[src/rtl/dse_pkg.sv]
package dse_pkg;
    parameter int unsigned DSE_XLEN = 32;

    typedef struct packed {
        logic [DSE_XLEN-1:0] save_pc;
        logic [DSE_XLEN-1:0] save_state;
        logic [DSE_XLEN-1:0] syndrome;
        logic [DSE_XLEN-1:0] fault_addr;
        logic [DSE_XLEN-1:0] mstate;
        logic [DSE_XLEN-1:0] redirect_pc;
        logic                redirect_vld;
    } dse_regs_t;
endpackage

[src/rtl/dse_syndrome_gen.sv]
module dse_syndrome_gen
    import dse_pkg::*;
#(
    parameter int unsigned USER_POS   = 14,
    parameter int unsigned ULOCK_POS  = 26,
    parameter int unsigned SYN_ST_POS = 8,
    parameter int unsigned SYN_LK_POS = 2,
    parameter int unsigned SYN_BO_POS = 15
) (
    input  logic [DSE_XLEN-1:0] mstate,
    input  logic                is_store,
    input  logic                is_byteord,
    input  logic                is_lockop,
    output logic [DSE_XLEN-1:0] syndrome
);
    logic lock_viol;

    // lock violation: user mode with user cache-lock disabled
    assign lock_viol = is_lockop & mstate[USER_POS] & ~mstate[ULOCK_POS];

    always_comb begin
        syndrome             = '0;
        syndrome[SYN_ST_POS] = is_store;
        syndrome[SYN_LK_POS] = lock_viol;
        syndrome[SYN_BO_POS] = is_byteord;
    end
endmodule

[src/rtl/dse_state_mask.sv]
module dse_state_mask
    import dse_pkg::*;
#(
    parameter int unsigned CRIT_POS = 17,
    parameter int unsigned MCHK_POS = 12,
    parameter int unsigned DBG_POS  = 9
) (
    input  logic [DSE_XLEN-1:0] cur_state,
    output logic [DSE_XLEN-1:0] new_state
);
    for (genvar i = 0; i < DSE_XLEN; i++) begin : g_bit
        if (i == CRIT_POS || i == MCHK_POS || i == DBG_POS) begin : g_keep
            assign new_state[i] = cur_state[i];
        end else begin : g_clear
            assign new_state[i] = 1'b0;
        end
    end
endmodule

[src/rtl/dse_fault_addr.sv]
module dse_fault_addr
    import dse_pkg::*;
#(
    parameter int unsigned PAGE_BITS = 12
) (
    input  logic [DSE_XLEN-1:0] data_ea,
    input  logic                cross_hi,
    output logic [DSE_XLEN-1:0] fault_addr
);
    localparam int unsigned PFN_W = DSE_XLEN - PAGE_BITS;

    logic [PFN_W-1:0] next_pfn;

    assign next_pfn   = data_ea[DSE_XLEN-1:PAGE_BITS] + PFN_W'(1);
    assign fault_addr = cross_hi ? {next_pfn, {PAGE_BITS{1'b0}}} : data_ea;
endmodule

[src/rtl/dse_vector_calc.sv]
module dse_vector_calc
    import dse_pkg::*;
#(
    parameter int unsigned VEC_BASE_BITS = 16,
    parameter int unsigned VEC_ALIGN     = 4
) (
    input  logic [DSE_XLEN-1:0] vec_base,
    input  logic [DSE_XLEN-1:0] vec_off,
    output logic [DSE_XLEN-1:0] handler_pc
);
    localparam int unsigned OFF_HI = DSE_XLEN - VEC_BASE_BITS - 1;

    assign handler_pc = {vec_base[DSE_XLEN-1 -: VEC_BASE_BITS],
                         vec_off[OFF_HI:VEC_ALIGN],
                         {VEC_ALIGN{1'b0}}};
endmodule

[src/rtl/dse_entry_seq.sv]
module dse_entry_seq
    import dse_pkg::*;
#(
    parameter int unsigned PAGE_BITS     = 12,
    parameter int unsigned VEC_BASE_BITS = 16,
    parameter int unsigned VEC_ALIGN     = 4,
    parameter int unsigned CRIT_POS      = 17,
    parameter int unsigned MCHK_POS      = 12,
    parameter int unsigned DBG_POS       = 9,
    parameter int unsigned USER_POS      = 14,
    parameter int unsigned ULOCK_POS     = 26,
    parameter int unsigned SYN_ST_POS    = 8,
    parameter int unsigned SYN_LK_POS    = 2,
    parameter int unsigned SYN_BO_POS    = 15
) (
    input  logic                clk,
    input  logic                rst,
    input  logic                take_i,
    input  logic [DSE_XLEN-1:0] instr_ea_i,
    input  logic [DSE_XLEN-1:0] data_ea_i,
    input  logic                cross_hi_i,
    input  logic [DSE_XLEN-1:0] mstate_i,
    input  logic                is_store_i,
    input  logic                is_byteord_i,
    input  logic                is_lockop_i,
    input  logic [DSE_XLEN-1:0] vec_base_i,
    input  logic [DSE_XLEN-1:0] vec_off_i,
    output logic                suppress_o,
    output logic [DSE_XLEN-1:0] save_pc_o,
    output logic [DSE_XLEN-1:0] save_state_o,
    output logic [DSE_XLEN-1:0] syndrome_o,
    output logic [DSE_XLEN-1:0] fault_addr_o,
    output logic [DSE_XLEN-1:0] mstate_o,
    output logic [DSE_XLEN-1:0] redirect_pc_o,
    output logic                redirect_vld_o
);
    dse_regs_t regs_d, regs_q;

    logic [DSE_XLEN-1:0] syn_w, mask_w, fa_w, vec_w;

    dse_syndrome_gen #(
        .USER_POS  (USER_POS),
        .ULOCK_POS (ULOCK_POS),
        .SYN_ST_POS(SYN_ST_POS),
        .SYN_LK_POS(SYN_LK_POS),
        .SYN_BO_POS(SYN_BO_POS)
    ) u_syn (
        .mstate    (mstate_i),
        .is_store  (is_store_i),
        .is_byteord(is_byteord_i),
        .is_lockop (is_lockop_i),
        .syndrome  (syn_w)
    );

    dse_state_mask #(
        .CRIT_POS(CRIT_POS),
        .MCHK_POS(MCHK_POS),
        .DBG_POS (DBG_POS)
    ) u_mask (
        .cur_state(mstate_i),
        .new_state(mask_w)
    );

    dse_fault_addr #(
        .PAGE_BITS(PAGE_BITS)
    ) u_fa (
        .data_ea   (data_ea_i),
        .cross_hi  (cross_hi_i),
        .fault_addr(fa_w)
    );

    dse_vector_calc #(
        .VEC_BASE_BITS(VEC_BASE_BITS),
        .VEC_ALIGN    (VEC_ALIGN)
    ) u_vec (
        .vec_base  (vec_base_i),
        .vec_off   (vec_off_i),
        .handler_pc(vec_w)
    );

    // next-state computation
    always_comb begin
        regs_d              = regs_q;
        regs_d.redirect_vld = 1'b0;
        if (take_i) begin
            regs_d.save_pc      = instr_ea_i;
            regs_d.save_state   = mstate_i;
            regs_d.syndrome     = syn_w;
            regs_d.fault_addr   = fa_w;
            regs_d.mstate       = mask_w;
            regs_d.redirect_pc  = vec_w;
            regs_d.redirect_vld = 1'b1;
        end
    end

    always_ff @(posedge clk) begin
        if (rst) begin
            regs_q <= '0;
        end else begin
            regs_q <= regs_d;
        end
    end

    assign suppress_o     = take_i;
    assign save_pc_o      = regs_q.save_pc;
    assign save_state_o   = regs_q.save_state;
    assign syndrome_o     = regs_q.syndrome;
    assign fault_addr_o   = regs_q.fault_addr;
    assign mstate_o       = regs_q.mstate;
    assign redirect_pc_o  = regs_q.redirect_pc;
    assign redirect_vld_o = regs_q.redirect_vld;
endmodule

[config.mk]
export PLATFORM = sky130hd
export DESIGN_NAME = dse_entry_seq
export DESIGN_NICKNAME = d
export VERILOG_FILES = /design/src/rtl/dse_pkg.sv /design/src/rtl/dse_syndrome_gen.sv /design/src/rtl/dse_state_mask.sv /design/src/rtl/dse_fault_addr.sv /design/src/rtl/dse_vector_calc.sv /design/src/rtl/dse_entry_seq.sv
export SDC_FILE = /design/constraint.sdc
export NUM_CORES = 1
export LEC_CHECK = 0
export ABC_AREA = 1
export ABC_CLOCK_PERIOD_IN_PS = 1400
export BUFFER_PORTS_ARGS = -buffer_cell sky130_fd_sc_hd__clkbuf_2
export CAP_MARGIN = 20
export CORE_AREA = 8 8 133 135
export CTS_CLUSTER_DIAMETER = 200
export DETAILED_ROUTE_END_ITERATION = 8
export DIE_AREA = 0 0 141 143
export PLACE_DENSITY_LB_ADDON = 0.1
export SLEW_MARGIN = 5
export SYNTH_ARGS = -nofsm -noshare
export SYNTH_HDL_FRONTEND = slang
export SYNTH_SLANG_ARGS = --single-unit
export TNS_END_PERCENT = 50
[constraint.sdc]
create_clock -name clk -period 1.4 [get_ports clk]
set_clock_uncertainty 0.2 [all_clocks]
set_input_delay 0.14 -clock clk [delete_from_list [all_inputs] [get_ports clk]]
set_output_delay 0.14 -clock clk [all_outputs]
set_load 0.05 [all_outputs]
==> summary.txt, run 1 <==
Final layout
  – N_diodes: 0
  – Area grow syn2layout: 68.4%
  – Share of cells above drive strength 1: 29.5%
  – Final core occ: 58.0%
  – # fillers: 1431
  – Nets: 1289
  – Post-route insts no fill: 1349

Synth
  – Syn_area_per_cell: 7.47 sq um
  – #FFs+latches synth: 128
  – Share of the synthesized area in the top cell type: 47.7%
  – Largest cells by area after synthesis: dfxtp_1, nor2_1, o21ai_0
  – Cells after synthesis: 720
  – Cell Area, Synth: 0.00538 sq mm
  – Warnings, synthesis: 0
  – Yosys top cell by area: dfxtp_1
  – Sequential share of the synthesized area: 47.7%
  – Cell variety after synth: 26

Route
  – Number of violations reported at the end of detailed-routing iteration 0: 188
  – Post-route ant nets: 0
  – Wire length on met2: 9820 microns
  – M1 wire length: 7330 microns
  – First-pass DRT Iterations: 4
  – DR WL/cell: 14.5 microns
  – Max layer used: met4
  – DR vias/cell: 4.37
  – DRC: 0
  – Routed length on met3: 1910 microns
  – Total routed wirelength: 19500 microns
  – Via total after detailed routing: 5897

STA
  – Tcrit/Tclk final: 98.7%
  – Hold Slack: -0.0513 ns
  – Final TNS setup: 0 ns
  – Fmax achieved: 0.723 GHz
  – Slew Viols, Final: 0
  – Final hold vios: 2
  – Final setup vio count: 0
  – Final WS setup: 0.0176 ns
  – RSZ-0062 raised after global routing: yes
  – Min cycle time layout: 1.38 ns

Floorplanning
  – Die X-Extent: 141 microns
  – FP Rows: 46
  – Area of the die: 0.0202 sq mm
  – DIE HEIGHT: 143 microns
  – Initial Util: 34.5%
  – # IOs: 361
  – Core area: 0.0156 sq mm

Job
  – Max-cap violation count: 0

Outcome
  – Failing checks: hold timing
  – Status: finished with violations

Worst setup path
  – Worst r2r dst: fault_addr_o[3]
  – Worst Path Required: 1.56 ns
  – Reg2reg setup slack: 0.05 ns
  – R2R depth: 3
  – Worst Path Arrival: 1.54 ns
  – CP Capture Type: flip-flop
  – Crit path kind: in2reg
  – Crit-path max FO: 1
  – Worst r2r src: fault_addr_o[3]
  – Startpoint Class: primary input

GRT
  – GRT Util Overall: 19.0%
  – Largest net degree at the start of global routing: 54
  – Antenna violations before repair: 0
  – GR Overflow Total: 0
  – First-pass GRT wire length: 30600 microns
  – Vias in the first global route: 6125

Placement
  – HPWL Detailed: 13700 microns
  – Dpl ws: -0.105 ns
  – Placed Cells: 1177
  – Number of buffers added on ports: 262
  – Routability cong.: 0.837

Clocking
  – H-Tree Depth: 4
  – Clk buf depth: 2
  – CTS buffer count: 17
  – Worst-path clk slew: 0.06 ns
  – Clk_lat worst skew: 0.41 ns
  – Clock Sinks: 128
  – Root Buffer: clkbuf_16
  – CTS tree: built

Min path
  – Hold WC Path Type: in2reg
  – Hold EP: fault_addr_o[1]
  – Min-Delay Path Depth: 3
  – Startpoint of the worst hold path: rst

Pwr
  – VDD IR max: 0.768 mV
  – Power density over cell area: 1290 mW/mm^2
  – Static Leak: 4.52 nW
==> routing by layer <==
metal / vias to the layer above / GRT usage (%)
met3: 37 / 7.51
met1: 2642 / 19.2
met2: 232 / 34.2
met4: 0 / 8.48
li1: 2986 / -
met5: - / 0
==> power breakdown <==
part / leakage, nW / switching [mW] / total, mW / internal, mW
registers: 1.06 / 0.109 / 4.00 / 3.89
logic: 3.14 / 1.90 / 2.73 / 0.825
clock network: 0.312 / 1.67 / 4.93 / 3.26
==> cell usage in the layout, fill, tap and decap left out, drive strengths merged <==
cell type / instances
clkbuf: 221
nor2: 214
dlygate4sd3: 136
dfxtp: 128
o21ai: 115
buf: 84
conb: 62
nand2: 56
a21oi: 29
nand3: 23
inv: 23
xor2: 8
dlymetal6s4s: 7
bufinv: 5
o21bai: 4
clkinv: 4
nor3: 4
clkinvlp: 3
nand4: 2
a21o: 2
a211oi: 1
xnor2: 1
ha: 1
==> synth_stat cells (all sizes together) <==
library cell / instances
a211oi: 1
a21o: 2
a21oi: 29
buf: 82
clkbuf: 26
clkinv: 1
conb: 1
dfxtp: 128
ha: 1
inv: 22
nand2: 56
nand3: 23
nand4: 2
nor2: 214
nor3: 4
o21ai: 115
o21bai: 4
xnor2: 1
xor2: 8
==> worst max-delay path by stage <==
stage / from / endpoint / depth (start not counted)
floorplan: data_ea_i[12] / fault_addr_o[30] / 8
global placement: data_ea_i[12] / fault_addr_o[30] / 9
detailed placement: data_ea_i[13] / fault_addr_o[30] / 9
CTS: redirect_pc_o[23] / redirect_pc_o[23] / 1
global route: fault_addr_o[3] / fault_addr_o[3] / 3
finish: data_ea_i[7] / fault_addr_o[7] / 5
==> logic make-up after synthesis <==
family | count (synthesis) | synth area share, %
AND/OR/NAND/NOR | 299 | 22.0
AO/OA/AOI/OAI | 151 | 14.4
buffers and inverters | 131 | 14.1
flip-flops | 128 | 47.7
XOR/XNOR | 9 | 1.47
adder cells (fa/ha/maj) | 1 | 0.233
other | 1 | 0.0698
==> registers in the layout, summed over array words and instances (netlist names) <==
name,flops
fault_addr_o,32
redirect_pc_o,28
redirect_vld_o,1
syndrome_o,3
save_state_o,32
save_pc_o,32
==> timing repair <==
item,CTS,global route
hold buffers,145,2
setup buffers,0,0
pin swaps,0,5
cloned,0,0
setup endpoints to repair,32,85
hold endpoints to repair,127,3
gates resized for setup,33,96
==> worst max-delay path, stage by stage <==
cell	delay [ns]
dlygate4sd3_1	0.54
clkbuf_2	0.10
nand3_1	0.07
a21oi_1	0.13
dlygate4sd3_1	0.55
==> metrics by stage <==
| step | power [mW] | area [sq um] | hold WS, ns |
|---|---|---|---|
| 4_1_cts | 11.8 | 9000 | 0.00133 |
| 6_report | 11.7 | 9050 | -0.0513 |
| 5_1_grt | 12.1 | 9050 | 0.00525 |
| 3_5_place_dp | 6.43 | 6800 | 0.168 |
| 3_3_place_gp | 6.43 | 6800 | 0.162 |
| 2_1_floorplan | 5.90 | 5600 | 0.0749 |
==> final cells by class <==
cell class | instances | area [sq um] | share of cell area, %
Timing Repair Buffer | 429 | 3150 | 34.8
Sequential cell | 128 | 2560 | 28.3
Tap cell | 216 | 270 | 2.99
Multi-Input combinational cell | 522 | 2320 | 25.6
Clock buffer | 19 | 453 | 5.00
Inverter | 23 | 87.6 | 0.968
Clock inverter | 12 | 208 | 2.29
Note: power is estimated with default switching activity, not from simulation.
==> run 2, diff against run 1 <==
--- a/config.mk
+++ b/config.mk
@@ -5,7 +5,6 @@
 export SDC_FILE = /design/constraint.sdc
 export NUM_CORES = 1
 export LEC_CHECK = 0
-export ABC_AREA = 1
 export ABC_CLOCK_PERIOD_IN_PS = 1400
 export BUFFER_PORTS_ARGS = -buffer_cell sky130_fd_sc_hd__clkbuf_2
 export CAP_MARGIN = 20
@@ -13,7 +12,7 @@
 export CTS_CLUSTER_DIAMETER = 200
 export DETAILED_ROUTE_END_ITERATION = 8
 export DIE_AREA = 0 0 141 143
-export PLACE_DENSITY_LB_ADDON = 0.1
+export PLACE_DENSITY = 0.74
 export SLEW_MARGIN = 5
 export SYNTH_ARGS = -nofsm -noshare
 export SYNTH_HDL_FRONTEND = slang
==> summary.txt, run 2 <==
Synth
  – Cells after synthesis: 557 (was 720)
  – Yosys top cell by area: dfxtp_1 (unchanged)
  – Share of the synthesized area in the top cell type: 48.0% (was 47.7%)
  – Largest cells by area after synthesis: dfxtp_1, mux2i_1, buf_4 (was dfxtp_1, nor2_1, o21ai_0)
  – Warnings, synthesis: 0 (unchanged)
  – Cell variety after synth: 32 (was 26)
  – Post-synth EDFFs: 0 (unchanged)
  – Syn_area_per_cell: 9.58 sq um (was 7.47 sq um)
  – Commonest cells in the netlist: dfxtp_1, nor2_1, mux2i_1 (was nor2_1, dfxtp_1, o21ai_0)
  – FFs w/ async S/R, synth: 0% (unchanged)
  – #FFs+latches synth: 128 (unchanged)
  – Post-synth top flop: dfxtp_1 (unchanged)
  – Most numerous cell in the Yosys netlist: dfxtp_1 (was nor2_1)
  – Cell Area, Synth: 0.00534 sq mm (was 0.00538 sq mm)
  – Sequential share of the synthesized area: 48.0% (was 47.7%)

Final layout
  – Area grow syn2layout: 70.0% (was 68.4%)
  – Nets: 1133 (was 1289)
  – Commonest non-fill, non-tap cell in the layout: clkbuf_2 (was nor2_1)
  – Most frequent cells in the layout: clkbuf_2, dfxtp_1, nor2_1, dlygate4sd3_1, mux2i_1 (was nor2_1, clkbuf_2, dlygate4sd3_1, dfxtp_1, o21ai_0)
  – Post-route cell area: 0.00907 sq mm (was 0.00905 sq mm)
  – N_diodes: 0 (unchanged)
  – Share of cells above drive strength 1: 35.2% (was 29.5%)

STA
  – Fmax achieved: 0.682 GHz (was 0.723 GHz)
  – RSZ-0062 raised after global routing: yes (unchanged)
  – Tcrit/Tclk final: 105% (was 98.7%)
  – Hold Slack: -0.0976 ns (was -0.0513 ns)
  – Slew at the pin closest to its max-slew limit: 0.834 ns
  – Min cycle time layout: 1.47 ns (was 1.38 ns)
  – Final hold vios: 6 (was 2)
  – Relative slew slack: 44.3%
  – Slew Viols, Final: 0 (unchanged)
  – Final setup vio count: 3 (was 0)
  – Final WS setup: -0.0655 ns (was 0.0176 ns)

Outcome
  – Status: finished with violations (unchanged)
  – Failing checks: hold timing, setup timing (was hold timing)

Job
  – Max-cap violation count: 0 (unchanged)

GRT
  – Vias in the first global route: 5597 (was 6125)
  – Largest net degree at the start of global routing: 78 (was 54)
  – GR Overflow Total: 0 (unchanged)
  – First-pass GRT wire length: 28800 microns (was 30600 microns)
  – Antenna violations before repair: 0 (unchanged)
  – GRT Util Overall: 17.7% (was 19.0%)

Worst setup path
  – Reg2reg setup slack: 0.36 ns (was 0.05 ns)
  – R2R depth: 3 (unchanged)
  – Worst Path Arrival: 1.59 ns (was 1.54 ns)
  – Crit path kind: in2reg (unchanged)
  – Worst Path Required: 1.52 ns (was 1.56 ns)
  – Crit-path max FO: 3 (was 1)
  – CP Capture Type: flip-flop (unchanged)
  – Worst r2r dst: save_pc_o[17] (was fault_addr_o[3])
  – Crit path from: data_ea_i[12] (was data_ea_i[7])
  – Worst r2r src: save_pc_o[17] (was fault_addr_o[3])
  – Startpoint Class: primary input (unchanged)

Min path
  – Hold WC Path Type: in2reg (unchanged)
  – Hold EP: fault_addr_o[29] (was fault_addr_o[1])
  – Startpoint of the worst hold path: data_ea_i[29] (was rst)
  – Min-Delay Path Depth: 3 (unchanged)

Route
  – Via total after detailed routing: 5273 (was 5897)
  – First-pass DRT Iterations: 4 (unchanged)
  – DR vias/cell: 4.42 (was 4.37)
  – Total routed wirelength: 18800 microns (was 19500 microns)
  – Post-route ant nets: 0 (unchanged)
  – Number of violations reported at the end of detailed-routing iteration 0: 173 (was 188)
  – DR WL/cell: 15.7 microns (was 14.5 microns)
  – DRC: 0 (unchanged)

Pwr
  – P_sw: 3.57 mW (was 3.68 mW)
  – Static Leak: 4.50 nW (was 4.52 nW)
  – Reg power frac: 35.6% (was 34.3%)
  – Clock Power Share: 40.9% (was 42.3%)
  – Combinational power share: 23.6% (was 23.4%)
  – Pint: 7.62 mW (was 7.97 mW)
  – VDD IR max: 0.705 mV (was 0.768 mV)
  – Power density over cell area: 1230 mW/mm^2 (was 1290 mW/mm^2)
  – Sw Ratio: 31.9% (was 31.6%)

Clocking
  – Clk_lat worst skew: 0.40 ns (was 0.41 ns)
  – Clk buf depth: 2 (unchanged)
  – H-Tree Depth: 4 (unchanged)
  – CTS buffer count: 17 (unchanged)
  – Clock Sinks: 128 (unchanged)
  – Root Buffer: clkbuf_16 (unchanged)
  – Worst-path clk slew: 0.06 ns (about the same)
  – CTS tree: built (unchanged)

Floorplanning
  – Initial Util: 34.2% (was 34.5%)
  – Area of the die: 0.0202 sq mm (unchanged)
  – FP Rows: 46 (unchanged)
  – # IOs: 361 (unchanged)
  – Die X-Extent: 141 microns (unchanged)
  – DIE HEIGHT: 143 microns (unchanged)
  – Core area: 0.0156 sq mm (unchanged)

Placement
  – Placed cell area: 0.00692 sq mm (was 0.00680 sq mm)
  – Routability cong.: 0.850 (was 0.837)
  – HPWL Detailed: 12000 microns (was 13700 microns)
  – Number of buffers added on ports: 262 (unchanged)
  – Dpl ws: -0.546 ns (was -0.105 ns)
[run 2: changes by cell type in the layout (fill, tap and decap cells not counted), sizes merged, moves of 14 or more]
cell,before,now
clkbuf,221,200
o21ai,115,4
nor2,214,127
nor2b,0,14
nand2,56,7
inv,23,7
mux2i,0,95
a21oi,29,13
buf,84,120
nand3,23,4
[run 2: layout make-up]
| cell class | count | area [sq um] |
|---|---|---|
| timing repair buffer | 429 | 3190 |
| multi-input combinational | 386 | 2420 |
| clock buffer | 18 | 439 |
| tap | 216 | 270 |
| clock inverter | 14 | 179 |
| inverter | 3 | 11.3 |
| sequential | 128 | 2560 |
| fill | 1236 | 6530 |
[run 2: per-layer routing]
metal  vias to the layer above  share of wire [%]  track usage, %
li1                       2577                  -               -
met1                      2459                 39            18.4
met2                       215                 52            32.0
met3                        22                8.3            6.98
met4                         0                1.4            6.05
met5                         -                  0               0
[run 2: worst max-delay path by stage]
| stage | to | slack (ns) | cells after the start |
|---|---|---|---|
| after floorplan | fault_addr_o[31] | -0.37 | 6 |
| after global placement | fault_addr_o[30] | -0.47 | 6 |
| after detailed placement | fault_addr_o[28] | -0.55 | 6 |
| after CTS | fault_addr_o[28] | -0.01 | 6 |
| after global routing | fault_addr_o[30] | -0.07 | 6 |
| final | fault_addr_o[30] | -0.07 | 6 |
[run 2: power by group through the flow]
stage,Sequential (mW),Combinational (mW),Clock (mW)
after floorplan,4.79,1.00,0
after global placement,4.04,2.21,0
after detailed placement,4.05,2.23,0
after CTS,3.97,2.55,4.71
after global routing,4.00,2.78,4.86
final,3.98,2.64,4.57
[run 2: cells by family after synthesis]
logic type,count (synthesis),share of synthesized area [%]
and+or+nand+nor,176,14.8
DFF,128,48.0
buffers and inverters,104,12.0
muxes,95,17.8
AOI/OAI and AO/OA,42,5.35
xor gates and xnor gates,10,1.64
adders and majority gates,1,0.234
other,1,0.0703
[run 2: stage by stage]
| stage | utilization (%) | TNS, ns | hold slack (ns) | total power [mW] | instances |
|---|---|---|---|---|---|
| detailed placement | 44.3 | -6.71 | 0.174 | 6.28 | 1033 |
| floorplan | - | -5.62 | 0.0792 | 5.79 | 618 |
| global route | 58.2 | -0.287 | -0.109 | 11.6 | 1194 |
| CTS | 57.2 | -0.0125 | -0.215 | 11.2 | 1193 |
| global placement | 44.3 | -5.82 | 0.164 | 6.25 | 1033 |
| finish | 58.2 | -0.0930 | -0.0976 | 11.2 | 1194 |
[run 2: worst max-delay path: stages]
cell and delay [ns]:
clkbuf_16 0.11, ha_4 0.14, nand3_4 0.06, or3_4 0.34
or4_4 0.54, a311oi_2 0.26
[run 2: repair_timing]
item,4_1_cts,5_1_grt
resized for setup,35,157
buffers inserted,0,2
endpoints found under the hold margin,124,16
pin swaps,4,11
hold buffers,128,7
endpoints found under the setup margin,30,116
